## config.mk

```make
export PLATFORM = sky130hd
export DESIGN_NAME = vcxo_pull_scaler
export DESIGN_NICKNAME = d
export VERILOG_FILES = /design/src/rtl/vcxo_pull_scaler.sv
export SDC_FILE = /design/constraint.sdc
export NUM_CORES = 1
export LEC_CHECK = 0
export BUFFER_PORTS_ARGS = -buffer_cell sky130_fd_sc_hd__buf_4
export CAP_MARGIN = 25
export CORE_ASPECT_RATIO = 2
export CORE_MARGIN = 3
export CORE_UTILIZATION = 45
export CTS_BUF_LIST = sky130_fd_sc_hd__clkbuf_8
export CTS_CLUSTER_SIZE = 12
export DETAILED_ROUTE_END_ITERATION = 6
export SYNTH_ARGS = -nofsm -noshare
export SYNTH_HDL_FRONTEND = slang
export SYNTH_SLANG_ARGS = --single-unit
export TNS_END_PERCENT = 100
```

## constraint.sdc

```tcl
create_clock -name clk -period 22.9 [get_ports clk]
set_clock_uncertainty 0.2 [all_clocks]
set_input_delay 4.58 -clock clk [delete_from_list [all_inputs] [get_ports clk]]
set_output_delay 4.58 -clock clk [all_outputs]
set_load 0.1 [all_outputs]
```

## src/rtl/vcxo_pull_scaler.sv

```systemverilog
module vcxo_pull_scaler #(
  parameter int CODE_W  = 7,
  parameter int GAIN_W  = 6,
  parameter int OUT_W   = 18,
  parameter int SCALE_W = 8,
  parameter int SCALE   = 50
) (
  input  logic              clk,
  input  logic              rst_n,
  input  logic              sample_stb,
  input  logic [CODE_W-1:0] adc_code,
  input  logic [GAIN_W-1:0] pull_gain,
  input  logic              slope_inv,
  output logic [OUT_W-1:0]  freq_offset,
  output logic              offset_vld
);
  localparam int PROD_W = CODE_W + GAIN_W + SCALE_W + 4;
  localparam logic [CODE_W-1:0]  MID_V   = CODE_W'(1) << (CODE_W - 1);
  localparam logic [SCALE_W-1:0] SCALE_V = SCALE_W'(SCALE);
  localparam logic signed [PROD_W-1:0] MAX_P = PROD_W'((longint'(1) << (OUT_W - 1)) - 1);
  localparam logic signed [PROD_W-1:0] MIN_P = ~MAX_P;

  logic signed [CODE_W:0]   centered;
  logic signed [PROD_W-1:0] mag, signed_prod;
  logic [OUT_W-1:0]         clipped;

  assign centered    = $signed({1'b0, adc_code}) - $signed({1'b0, MID_V});
  assign mag         = PROD_W'(centered) * PROD_W'($signed({1'b0, pull_gain}))
                       * PROD_W'($signed({1'b0, SCALE_V}));
  assign signed_prod = slope_inv ? -mag : mag;
  assign clipped     = (signed_prod > MAX_P) ? MAX_P[OUT_W-1:0] :
                       (signed_prod < MIN_P) ? MIN_P[OUT_W-1:0] :
                                               signed_prod[OUT_W-1:0];

  always_ff @(posedge clk) begin
    if (!rst_n) begin
      freq_offset <= '0;
      offset_vld  <= 1'b0;
    end else begin
      offset_vld <= sample_stb;
      if (sample_stb) freq_offset <= clipped;
    end
  end
endmodule

```

==> results.sh <==
export IMPL_outcome="finished clean"
export IMPL_ys_seq_area_share_pct=7.89
export IMPL_cts_resized=0
export IMPL_ys_ff_latch=19
export IMPL_num_rows=52
export IMPL_regToRegSetupSlack_ns=21.77
export IMPL_antenna_found_initial=0
export IMPL_critPathArrivalTime_ns=13.89
export IMPL_worstSetupStartpointType="input pin"
export IMPL_post_route_period_util_pct=61.0
export IMPL_drc_errors=0
export IMPL_whs_endpoint="freq_offset[0]"
export IMPL_firstDrtPassIters=4
export IMPL_core_area_um2=10300
export IMPL_final_layout_size_suffix_gt1_share_pct=8.83
export IMPL_wl_per_cell_um=15.3
export IMPL_cts_max_level=1
export IMPL_tightestPinTransition_ns=0.958
export IMPL_fp_dieArea_um2=12100
export IMPL_die_width_um=79.2
export IMPL_via_per_inst=5.58
export IMPL_drt_total_wl_mm=11.3
export IMPL_io_buffers=35
export IMPL_grt_usage_pct=19.7
export IMPL_hold_path_class="reg2reg"
export IMPL_cts_buffers_inserted=3
export IMPL_n_antenna_cell=0
export IMPL_overflow=0
export IMPL_fillers=1085
export IMPL_fin_setup_tns_ns=0
export IMPL_final_cells=735
export IMPL_tritoncts="built"
export IMPL_drtIter0Drc=115
export IMPL_max_freq_mhz=71.5
export IMPL_min_from="freq_offset[0]"
export IMPL_worst_skew_pair_late_latency_ns=0.26
export IMPL_min_period_ns=13.98
export IMPL_cts_path_max_buffers=2
export IMPL_avgSynthCellArea_um2=8.41
export IMPL_reg2reg_from="freq_offset[15]"
export IMPL_start_util_pct=46.9
export IMPL_ys_dominant_reg_cell="dfxtp_1"
export IMPL_place_congestion=0.852
export IMPL_syn_inst=573
export IMPL_fin_nets=739
export IMPL_cp_end_kind="flop"
export IMPL_required_ns=22.81
export IMPL_grt_setup_unrepaired="false"
export IMPL_ant_nets=0
export IMPL_critPathKind="in2reg"
export IMPL_whs_ns=0.243
export IMPL_yosys_warnings=0
export IMPL_area_growth_syn_to_layout_pct=8.75
export IMPL_synth_area_um2=4820
export IMPL_reg2reg_depth=2
export IMPL_vias=4101
export IMPL_first_global_vias=4383
export IMPL_dp_hpwl_mm=10.1
export IMPL_grt_max_degree=21
export IMPL_final_cell_mix="ha_1 (79), inv_1 (69), nand2_1 (43)"
export IMPL_path_clk_slew_ns=0.07
export IMPL_grt_first_pass_wirelength_mm=19.6
export IMPL_drv_slew=0
export IMPL_hold_depth=2
export IMPL_synth_edf_count=0
export IMPL_die_height_um=152
export IMPL_setup_viol=0
export IMPL_hold_buffers=0
export IMPL_critPathMaxFanout=14
export IMPL_hold_violations=0
export IMPL_max_cap_violations=0
export IMPL_postCtsSetupRepairBufs=0
export IMPL_dp_cells=731
export IMPL_final_common_cell="ha_1"
export IMPL_root_buffer="clkbuf_8"
export IMPL_boundaryPins=36
export IMPL_clock_sinks=19
export IMPL_relSlewSlack_pct=36.0
export IMPL_reg2reg_to="freq_offset[15]"
export IMPL_ys_types=63
export IMPL_async_reset_ff_share_pct=0
export IMPL_syn_num_nets=711
==> through the flow <==
stage	utilization, %	instance area, µm²	worst slack, ns
5_1_grt	51.0	5240	8.32
4_1_cts	51.0	5240	8.90
3_3_place_gp	50.5	5200	8.77
3_5_place_dp	50.5	5200	8.62
2_1_floorplan	-	4820	10.19
6_report	51.0	5240	8.92
==> cells in the mapped netlist (3+ instances only) <==
cell type	n	area share [%]
xnor2_1	27	4.9
dfxtp_1	19	7.9
a211oi_1	9	1.4
or2_2	4	0.52
o21bai_1	4	0.62
nand2_1	43	3.3
and2_1	41	5.3
o21a_1	7	1.1
o2111ai_1	3	0.55
xor2_1	14	2.5
inv_1	69	5.4
ha_1	79	21
a22oi_1	14	2.2
a21o_1	10	1.6
or3_1	3	0.39
nand2b_1	7	0.91
or4_1	3	0.47
a2111oi_0	3	0.55
o21ai_1	4	0.42
a211o_1	3	0.55
buf_2	3	0.31
o211a_1	4	0.83
nor4_1	3	0.39
and3_1	6	0.78
nand3_1	9	0.93
fa_1	42	17
nor2_1	25	1.9
o21ai_0	14	1.5
a31oi_1	5	0.65
a21oi_1	25	2.6
nor2b_1	10	1.3
o31ai_1	6	0.93
o211ai_1	5	0.78
clkbuf_1	8	0.62
nor3_1	7	0.73
nand4_1	3	0.39
==> flip-flops by register name, indices dropped and copies added (netlist names) <==
signal       count
freq_offset     18
offset_vld       1
==> how the worst max path moves through the flow <==
| stage | startpoint | end | slack [ns] |
|---|---|---|---|
| final | pull_gain[1] | freq_offset[6] | 8.92 |
| after global routing | pull_gain[1] | freq_offset[10] | 8.32 |
| after CTS | pull_gain[1] | freq_offset[6] | 8.90 |
| after detailed placement | pull_gain[1] | freq_offset[6] | 8.62 |
| after global placement | pull_gain[1] | freq_offset[14] | 8.77 |
| after floorplan | pull_gain[1] | freq_offset[10] | 10.19 |
==> final cells by class <==
class	instances	area [µm²]	area share [%]
multi-input cells	470	4110	78.3
flip-flops and latches	19	380	7.26
repair buffers	37	278	5.30
inverters	70	263	5.01
well taps	135	169	3.22
clock buffers	3	41.3	0.788
clock inverters	1	5.00	0.0955
==> routing by layer <==
layer	up-vias	track usage [%]	wire (µm)	part of all wire, %
met3	21	0.414	177	1.6
met2	64	41.5	6900	61
met5	-	0	0	0
met4	0	8.03	425	3.8
met1	1956	18.8	3760	33
li1	2060	-	-	-
==> critical path: stages <==
cell and delay [ns]:
buf_4 0.12, nor2b_1 0.37, fa_1 0.61, fa_1 0.57
inv_1 0.05, fa_1 0.49, inv_1 0.05, fa_1 0.45
ha_1 0.40, or2_2 0.30, a31oi_1 0.27, nor3_1 0.10
a2111oi_2 0.74, inv_1 0.10, ha_1 0.34, fa_1 0.46
ha_1 0.32, ha_1 0.43, nand3_1 0.21, a211oi_1 0.55
a22o_2 0.25, o22ai_1 0.10, or3_1 0.46, o21ai_1 0.17
xnor2_1 0.24, nand2_1 0.19, o311ai_2 0.86, nand2_1 0.10
==> kinds of logic (layout without fill, tap and decap cells) <==
group / count (synthesis) / after routing / share of synthesized area (%)
AO/OA/AOI/OAI: 138 / 138 / 21.0
AND/OR/NAND/NOR: 169 / 169 / 18.3
flip-flops: 19 / 19 / 7.89
XOR/XNOR: 42 / 42 / 7.92
buffers and inverters: 84 / 111 / 6.93
adder cells (fa/ha/maj): 121 / 121 / 37.9
Power is not shown: default switching activity piles up to over one toggle a cycle in this logic, so the estimate is an artifact.
